===== config.mk =====
export PLATFORM = sky130hd
export DESIGN_NAME = param_page_crc_check
export DESIGN_NICKNAME = d
export VERILOG_FILES = /design/src/rtl/param_page_pkg.sv /design/src/rtl/page_ctrl.sv /design/src/rtl/page_datapath.sv /design/src/rtl/param_page_crc_check.sv
export SDC_FILE = /design/constraint.sdc
export NUM_CORES = 1
export LEC_CHECK = 0
export BUFFER_PORTS_ARGS = -buffer_cell sky130_fd_sc_hd__clkbuf_2
export CAP_MARGIN = 5
export CORE_UTILIZATION = 45
export CTS_CLUSTER_SIZE = 28
export DETAILED_ROUTE_END_ITERATION = 16
export PLACE_DENSITY = 0.73
export SETUP_SLACK_MARGIN = 0.1
export SLEW_MARGIN = 10
export SYNTH_ARGS = -nofsm -noshare
export SYNTH_HDL_FRONTEND = slang
export SYNTH_SLANG_ARGS = --single-unit

===== constraint.sdc =====
create_clock -name clk -period 3.9 [get_ports clk]
set_input_delay 0.585 -clock clk [delete_from_list [all_inputs] [get_ports clk]]
set_output_delay 0.585 -clock clk [all_outputs]
set_load 0.01 [all_outputs]

===== src/rtl/param_page_pkg.sv =====
package param_page_pkg;
  localparam int CRC_W = 16;

  typedef struct packed {
    logic clear;
    logic crcEn;
    logic sigEn;
    logic chkLo;
    logic chkHi;
  } pageStrobes_t;
endpackage


===== src/rtl/page_ctrl.sv =====
module page_ctrl
  import param_page_pkg::*;
#(
  parameter int COVER_LEN = 254,
  parameter int SIG_LEN   = 4,
  localparam int CNT_W    = $clog2(COVER_LEN + 3),
  localparam int SIG_IDX_W = (SIG_LEN > 1) ? $clog2(SIG_LEN) : 1
) (
  input  logic                 clk,
  input  logic                 rstN,
  input  logic                 start,
  input  logic                 byteValid,
  output pageStrobes_t         st,
  output logic [SIG_IDX_W-1:0] sigIdx,
  output logic                 done
);
  localparam logic [CNT_W-1:0] LO_IDX   = CNT_W'(COVER_LEN);
  localparam logic [CNT_W-1:0] HI_IDX   = CNT_W'(COVER_LEN + 1);
  localparam logic [CNT_W-1:0] SIG_END  = CNT_W'(SIG_LEN);
  localparam logic [CNT_W-1:0] COV_END  = CNT_W'(COVER_LEN);

  logic [CNT_W-1:0] cnt;
  logic             active;
  logic             take;

  assign take   = byteValid && active && !start;
  assign sigIdx = cnt[SIG_IDX_W-1:0];

  always_comb begin
    st       = '0;
    st.clear = start;
    if (take) begin
      st.crcEn = (cnt < COV_END);
      st.sigEn = (cnt < SIG_END);
      st.chkLo = (cnt == LO_IDX);
      st.chkHi = (cnt == HI_IDX);
    end
  end

  always_ff @(posedge clk or negedge rstN) begin
    if (!rstN) begin
      cnt    <= '0;
      active <= 1'b0;
      done   <= 1'b0;
    end else if (start) begin
      cnt    <= '0;
      active <= 1'b1;
      done   <= 1'b0;
    end else begin
      done <= st.chkHi;
      if (take) begin
        cnt <= cnt + 1'b1;
        if (cnt == HI_IDX) active <= 1'b0;
      end
    end
  end
endmodule


===== src/rtl/page_datapath.sv =====
module page_datapath
  import param_page_pkg::*;
#(
  parameter logic [CRC_W-1:0] POLY     = 16'h8005,
  parameter logic [CRC_W-1:0] SEED     = 16'h4F4E,
  parameter int               SIG_LEN  = 4,
  parameter logic [8*SIG_LEN-1:0] SIGNATURE = 32'h4F4E_4649,
  localparam int SIG_IDX_W = (SIG_LEN > 1) ? $clog2(SIG_LEN) : 1
) (
  input  logic                 clk,
  input  logic                 rstN,
  input  pageStrobes_t         st,
  input  logic [SIG_IDX_W-1:0] sigIdx,
  input  logic [7:0]           byteData,
  output logic                 crcOk,
  output logic                 sigOk
);
  logic [CRC_W-1:0] crcReg;
  logic [7:0]       chkLoReg;
  logic             sigGood;
  logic [7:0]       expByte;

  function automatic logic [CRC_W-1:0] crcByte(input logic [CRC_W-1:0] c,
                                               input logic [7:0] d);
    logic [CRC_W-1:0] r;
    logic             fb;
    r = c;
    for (int b = 7; b >= 0; b--) begin
      fb = r[CRC_W-1] ^ d[b];
      r  = {r[CRC_W-2:0], 1'b0};
      if (fb) r = r ^ POLY;
    end
    return r;
  endfunction

  always_comb begin
    expByte = '0;
    for (int i = 0; i < SIG_LEN; i++) begin
      if (sigIdx == SIG_IDX_W'(i)) expByte = SIGNATURE[8*(SIG_LEN-1-i) +: 8];
    end
  end

  always_ff @(posedge clk or negedge rstN) begin
    if (!rstN) begin
      crcReg   <= SEED;
      chkLoReg <= '0;
      sigGood  <= 1'b0;
      crcOk    <= 1'b0;
      sigOk    <= 1'b0;
    end else if (st.clear) begin
      crcReg   <= SEED;
      chkLoReg <= '0;
      sigGood  <= 1'b1;
      crcOk    <= 1'b0;
      sigOk    <= 1'b0;
    end else begin
      if (st.crcEn) crcReg <= crcByte(crcReg, byteData);
      if (st.sigEn && (byteData != expByte)) sigGood <= 1'b0;
      if (st.chkLo) chkLoReg <= byteData;
      if (st.chkHi) begin
        crcOk <= (crcReg == {byteData, chkLoReg});
        sigOk <= sigGood;
      end
    end
  end
endmodule


===== src/rtl/param_page_crc_check.sv =====
module param_page_crc_check
  import param_page_pkg::*;
#(
  parameter int               COVER_LEN = 254,
  parameter int               SIG_LEN   = 4,
  parameter logic [CRC_W-1:0] POLY      = 16'h8005,
  parameter logic [CRC_W-1:0] SEED      = 16'h4F4E,
  parameter logic [8*SIG_LEN-1:0] SIGNATURE = 32'h4F4E_4649,
  localparam int SIG_IDX_W = (SIG_LEN > 1) ? $clog2(SIG_LEN) : 1
) (
  input  logic       clk,
  input  logic       rstN,
  input  logic       start,
  input  logic       byteValid,
  input  logic [7:0] byteData,
  output logic       crcOk,
  output logic       sigOk,
  output logic       done
);
  pageStrobes_t         st;
  logic [SIG_IDX_W-1:0] sigIdx;

  page_ctrl #(
    .COVER_LEN(COVER_LEN),
    .SIG_LEN  (SIG_LEN)
  ) u_ctrl (
    .clk      (clk),
    .rstN     (rstN),
    .start    (start),
    .byteValid(byteValid),
    .st       (st),
    .sigIdx   (sigIdx),
    .done     (done)
  );

  page_datapath #(
    .POLY     (POLY),
    .SEED     (SEED),
    .SIG_LEN  (SIG_LEN),
    .SIGNATURE(SIGNATURE)
  ) u_dp (
    .clk     (clk),
    .rstN    (rstN),
    .st      (st),
    .sigIdx  (sigIdx),
    .byteData(byteData),
    .crcOk   (crcOk),
    .sigOk   (sigOk)
  );
endmodule


==> key figures, run 1 <==
Global routing
  – Grt total ovfl: 0
  – Vias in the first global route: 1419
  – Pin count of the biggest net entering global routing: 40
  – Initial antenna violation count: 0
  – Total GRT Usage: 18.2%
  – First-pass GRT wire length: 6910 µm

Setup path
  – Most frequent CP cell: nand2_1
  – CP Class: reg -> reg
  – Worst Path Arrival: 2.39 ns
  – Slowest CP cell: or4_1
  – Crit-path max cell delay: 0.56 ns
  – Critical path peak fanout: 4
  – Startpoint types: flip-flop
  – Worst-path cell chain: nand2_1 -> or3_4 -> nor2_1 -> ha_1 -> nand2_1 -> or4_1 -> a21oi_1
  – Worst Path Required: 4.10 ns
  – CP endpoint kind: flip-flop

Route
  – Via-to-Cell Ratio: 5.36
  – DRC: 2
  – Detailed-route via count: 1474
  – Post-route ant nets: 0
  – Final wirelength: 4000 µm
  – TritonRoute pass-1 iters: 10
  – Wire per inst: 14.5 µm
  – DRT iter0 DRCs: 107

STA
  – Clk_skew: 0.00995 ns
  – RSZ-0062 raised after global routing: false
  – Min Clock Period, post-route: 2.19 ns
  – Final slew viol count: 0
  – Final cycle utilization of the critical path: 56.1%
  – Final setup violation count: 0
  – Tightest Pin Transition: 0.932 ns
  – Fin. Hold Viols: 0
  – Worst relative slew slack: 37.9%
  – Fmax achieved: 457 MHz
  – Setup TNS: 0 ns

Placed design
  – I/O Buffers: 14
  – Detail Placement HPWL: 2800 µm
  – RePlAce Congestion: 0.801
  – Placed cell count: 267

Yosys
  – Seq cells post-synth: 38
  – Synth top area share: 34.3%
  – Register area share after synthesis: 45.5%
  – Synth cell types: 38
  – Average cell area after synthesis: 10.1 µm²
  – Synth Cell Area: 0.00211 mm²
  – Synth warn: 0
  – Number of synthesized flops with an enable pin: 0
  – Synth async-reset ratio: 100%
  – Dominant synthesized flop cell: dfrtp_1
  – Synth Net Count: 225
  – Post-Synthesis Cells: 209
  – Cell taking the most area after synthesis: dfrtp_1
  – Synth area leaders: dfrtp_1 (34%), dfstp_2 (11%), xnor2_1 (7.0%)

Clocking
  – CTS tree: yes
  – Clock Latency Late Sink: 0.29 ns
  – PostCTS Resize Cnt: 0
  – CTS max path bufs: 2
  – Num CTS Buffers: 5
  – Clk sinks: 38
  – Clock-pin transition on the worst setup and hold timing paths: 0.08 ns
  – CTS root buf: clkbuf_8
  – # hold bufs at CTS: 0
  – Setup bufs post-CTS: 0
  – H-tree depth: 2

Cells and area
  – Final #Nets: 238
  – Share of layout cells above drive strength 1: 16.6%
  – Post-route insts no fill: 275
  – Layout area overhead: 8.53%
  – # diodes: 0
  – Fill cell count: 425

Floorplanning
  – Die extent in x: 70.5 µm
  – Full die area: 0.00497 mm²
  – Core area: 0.00444 mm²
  – Die Ht: 70.5 µm
  – Placement Rows: 24
  – Boundary Pins: 15
  – Initial Utilization: 47.6%

Job
  – Max cap viols: 0

Power and ir drop
  – Max rail drop VDD: 0.184 mV
  – Pwr per Cell Area: 441 mW/mm²
  – Leak Pwr: 0.000968 µW

Run status
  – Failing checks: DRC
  – Status: finished, violations left

Hold path
  – Class of the worst hold path: in -> async
-- cells by family after synthesis --
logic type      after synthesis  synth area share (%)
simple gates                 83                  20.7
compound gates               35                  9.41
fa+ha+maj                     4                  2.37
buf+inv                      11                  2.19
xor+xnor                     38                  19.8
flops                        38                  45.5
-- critical path: cells and delay by family, from the launching register on --
| kind | cells | cell delay, ns |
|---|---|---|
| AO/OA/AOI/OAI | 1 | 0.14 |
| AND/OR/NAND/NOR | 5 | 1.35 |
| flip-flops | 1 | 0.41 |
| adder cells (fa/ha/maj) | 1 | 0.19 |
-- registers in the layout (all words and copies together), names as in the netlist --
register and count:
u_dp.crcOk 1, u_ctrl.active 1, u_ctrl.done 1, u_dp.chkLoReg 8, u_ctrl.cnt 9, u_dp.crcReg 16
u_dp.sigOk 1, u_dp.sigGood 1
-- metrics by stage --
stage                     util, %  instance area [µm²]  hold WS, ns  power, µW  worst slack [ns]
after floorplan                 -                 2110        0.289        702              1.96
after global placement       49.8                 2210        0.454        758              1.45
after detailed placement     49.8                 2210        0.464        760              1.39
after CTS                    51.6                 2290        0.452       1020              1.70
after global routing         51.6                 2290        0.503       1060              1.53
final                        51.6                 2290        0.424       1010              1.71
-- final cells by class --
class	instances	area (µm²)	share of cell area (%)
inverters	3	11.3	0.491
multi-input cells	160	1100	48.2
well taps	52	65.1	2.84
flip-flops and latches	38	962	42.0
repair buffers	14	70.1	3.06
clock buffers	8	80.1	3.49
-- power by group --
| group | total, µW | internal (µW) | switching (µW) |
|---|---|---|---|
| combinational | 277 | 147 | 129 |
| clock | 259 | 127 | 132 |
| sequential | 476 | 441 | 35.7 |
| total | 1010 | 715 | 296 |
-- final timing paths --
| kind | from | end | slack (ns) | cells past startpoint |
|---|---|---|---|---|
| setup / recovery | u_ctrl.cnt[3]$_DFFE_PN0P_ | u_dp.crcOk$_DFFE_PN0P_ | 1.71 | 7 |
| hold / removal | rstN | u_dp.chkLoReg[2]$_DFFE_PN0P_ | 0.42 | 1 |
| setup reg to reg | u_ctrl.cnt[3]$_DFFE_PN0P_ | u_dp.crcOk$_DFFE_PN0P_ | 1.71 | 7 |
| hold reg to reg | u_dp.crcReg[3]$_DFFE_PN1P_ | u_dp.crcReg[11]$_DFFE_PN1P_ | 0.47 | 2 |
| max in group asynchronous | rstN | u_ctrl.done$_DFF_PN0_ | 2.90 | 1 |
| min in group clk | u_dp.crcReg[3]$_DFFE_PN1P_ | u_dp.crcReg[11]$_DFFE_PN1P_ | 0.47 | 2 |
-- cells in the mapped netlist, types with 2 or more instances --
cell and count:
a211oi_1 2, a21o_1 2, a21oi_1 9, clkbuf_1 6
dfrtp_1 29, dfstp_2 9, ha_1 4, inv_1 3
nand2_1 32, nand2b_1 8, nand3_1 2, nand3b_1 7
nand4_1 5, nor2_1 11, nor3_1 8, nor4_1 2
o21ai_0 15, o21ai_1 3, or3_1 2, xnor2_1 17
xnor2_2 3, xor2_1 14
-- layout by cell type, fill, tap and decap left out, types with 2 or more instances in the layout --
master,count
a211oi_1,2
a21o_1,2
a21oi_1,9
clkbuf_1,3
clkbuf_2,14
clkbuf_8,5
dfrtp_1,29
dfstp_2,9
ha_1,4
inv_1,3
nand2_1,32
nand2b_1,8
nand3_1,2
nand3b_1,7
nand4_1,5
nor2_1,11
nor3_1,8
nor4_1,2
o21ai_0,15
o21ai_1,3
or3_1,2
xnor2_1,17
xnor2_2,3
xor2_1,14
-- layer usage --
layer  vias to the layer above  GRT usage, %  wire, µm
met4                         0          7.33        76
li1                        734             -         -
met5                         -             0         0
met3                         6          3.85       122
met2                        27          26.2      1810
met1                       707          26.9      1990
No activity file was read; power rests on OpenSTA's default activity.
==> run 2: changes to the inputs <==
Settings changed: PLACE_DENSITY 0.73 to 0.76.
Clock period 3.9 ns to 1.9 ns, I/O delays scaled along.
==> run 2 against run 1 <==
Compared with the run above:
- the flow still finishes with violations (DRC)
- wire length grew 4.7%
- count of clock-buffer cells in the layout did not move
- highest routed layer unchanged
- critical path depth unchanged
- sequential power is 100% higher
- via count increased by 4.3%
- fmax increased by 22%
==> key figures, run 2 (same netlist as run 1, synthesis figures left out) <==
Run status
  – Status: finished, violations left
  – Failing checks: DRC

Clocking
  – Clk sinks: 38
  – CTS root buf: clkbuf_8
  – H-tree depth: 2
  – Clock Latency Late Sink: 0.30 ns
  – Num CTS Buffers: 5
  – CTS tree: yes
  – Clock-pin transition on the worst setup and hold timing paths: 0.08 ns
  – CTS max path bufs: 2

STA
  – Final setup violation count: 0
  – Fmax achieved: 556 MHz
  – Hold slack: 0.258 ns
  – Final WS setup: 0.103 ns
  – Final cycle utilization of the critical path: 94.6%
  – Final slew viol count: 0
  – Tightest Pin Transition: 0.408 ns
  – Setup TNS: 0 ns
  – RSZ-0062 raised after global routing: true
  – Min Clock Period, post-route: 1.80 ns
  – Fin. Hold Viols: 0
  – Clk_skew: 0.0117 ns
  – Worst relative slew slack: 72.7%

Placed design
  – RePlAce Congestion: 0.819
  – Detail Placement HPWL: 2950 µm
  – I/O Buffers: 14
  – Setup slack after placement: 0.0406 ns

Setup path
  – Crit-path max cell delay: 0.41 ns
  – Startpoint types: flip-flop
  – Crit Reg-Reg Startpoint: u_ctrl.cnt[5]$_DFFE_PN0P_
  – CP top delay family: simple AND/OR/NAND/NOR gates
  – Critical path peak fanout: 5
  – CP Class: reg -> reg
  – Worst-path cell chain: nand2_1 -> or3_4 -> nor2_2 -> ha_2 -> nand2_2 -> or4_4 -> a21oi_2
  – Bufs and invs on worst path: 0
  – Slowest CP cell: dfrtp_1
  – FF-to-FF End: u_dp.crcOk$_DFFE_PN0P_
  – Worst Reg-to-Reg Cells: 7
  – Reg2Reg Setup Slack: 0.10 ns
  – Worst Path Required: 2.13 ns
  – Worst Path Arrival: 2.03 ns
  – CP endpoint kind: flip-flop

Floorplanning
  – Boundary Pins: 15
  – Die extent in x: 70.5 µm
  – Core area: 0.00444 mm²
  – Die Ht: 70.5 µm
  – Full die area: 0.00497 mm²
  – Initial Utilization: 47.6%
  – Placement Rows: 24

Hold path
  – Hold depth: 3
  – Class of the worst hold path: in -> reg
  – Hold_sp: byteData[5]
  – Hold endpoint: u_dp.chkLoReg[5]$_DFFE_PN0P_

Cells and area
  – Final #Nets: 256
  – Regs by FF count: u_dp.crcReg: 16 flops, u_ctrl.cnt: 9 flops, u_dp.chkLoReg: 8 flops
  – Number of flip-flops in the largest register: 16
  – Largest Register: u_dp.crcReg
  – Leading cell type in the layout, fill and taps excluded: nand2_1
  – Share of layout cells above drive strength 1: 27.4%
  – Commonest non-fill, non-tap cells in the layout: nand2_1 (30), dfrtp_1 (29), buf_4 (16)
  – # diodes: 0
  – Layout area overhead: 18.6%

Power and ir drop
  – Clk pwr share: 26.3%
  – Switching Share: 29.5%
  – Logic gate share of total power: 29.7%
  – Pwr per Cell Area: 882 mW/mm²
  – Max rail drop VDD: 0.473 mV
  – Internal: 1560 µW
  – Total Power: 2210 µW
  – Leak Pwr: 0.00108 µW
  – Net Sw Power: 652 µW
  – Part of the power in registers: 44.0%

Route
  – Post-route ant nets: 0
  – Wire per inst: 14.3 µm
  – Final wirelength: 4190 µm
  – Via-to-Cell Ratio: 5.25
  – DRT iter0 DRCs: 88
  – TritonRoute pass-1 iters: 10
  – Detailed-route via count: 1538
  – DRC: 2

Global routing
  – First-pass GRT wire length: 7400 µm
  – Vias in the first global route: 1550
  – Total GRT Usage: 19.3%
  – Initial antenna violation count: 0
  – Pin count of the biggest net entering global routing: 39
  – Grt total ovfl: 0

Job
  – Max cap viols: 0
-- run 2: worst min-delay path: cells and delay by family --
kind	cells	cell delay (ns)
compound gates	1	0.08
buf+inv	1	0.11
simple gates	1	0.05
-- run 2: stage by stage --
step | instance area [µm²] | std cells | util (%)
after floorplan | 2120 | 209 | -
after global placement | 2360 | 283 | 53.0
after detailed placement | 2360 | 283 | 53.0
after CTS | 2460 | 293 | 55.4
after global routing | 2510 | 293 | 56.4
final | 2510 | 293 | 56.4
-- run 2: power groups by stage --
stage / Sequential, µW / Clock [µW] / Combinational [µW]
after detailed placement: 984 / 0 / 634
after CTS: 969 / 602 / 641
after global routing: 981 / 631 / 716
after global placement: 981 / 0 / 625
final: 972 / 582 / 657
after floorplan: 976 / 0 / 466
-- run 2: how the worst max path moves through the flow --
stage                                           from                          end  depth (start not counted)
after floorplan            u_ctrl.cnt[3]$_DFFE_PN0P_       u_dp.crcOk$_DFFE_PN0P_                          7
after global placement    u_dp.crcReg[6]$_DFFE_PN1P_       u_dp.crcOk$_DFFE_PN0P_                          5
after detailed placement                 byteData[1]  u_dp.crcReg[15]$_DFFE_PN0P_                          6
after CTS                 u_dp.crcReg[6]$_DFFE_PN1P_       u_dp.crcOk$_DFFE_PN0P_                          5
after global routing      u_dp.crcReg[3]$_DFFE_PN1P_       u_dp.crcOk$_DFFE_PN0P_                          5
final                      u_ctrl.cnt[5]$_DFFE_PN0P_       u_dp.crcOk$_DFFE_PN0P_                          7
-- run 2: layer usage --
metal	share of wire (%)	wire [µm]	vias up	global-route usage, %
li1	-	-	768	-
met1	50	2080	747	26.4
met2	46	1930	18	30.2
met3	3.0	127	5	5.56
met4	1.4	57	0	6.00
met5	0	0	-	0
-- run 2: layout make-up --
| cell class | count | area [µm²] |
|---|---|---|
| fillers | 393 | 1940 |
| multi-input cells | 160 | 1160 |
| flip-flops and latches | 38 | 962 |
| repair buffers | 32 | 220 |
| clock buffers | 8 | 90.1 |
| well taps | 52 | 65.1 |
| inverters | 3 | 11.3 |
-- run 2: timing repair --
item | 4_1_cts | 5_1_grt
gates resized for setup | 0 | 7
setup endpoints to repair | 3 | 3
hold endpoints to repair | 29 | 0
setup buffers | 1 | 0
hold buffers | 1 | 0
pin swaps | 1 | 6
gates cloned | 0 | 0
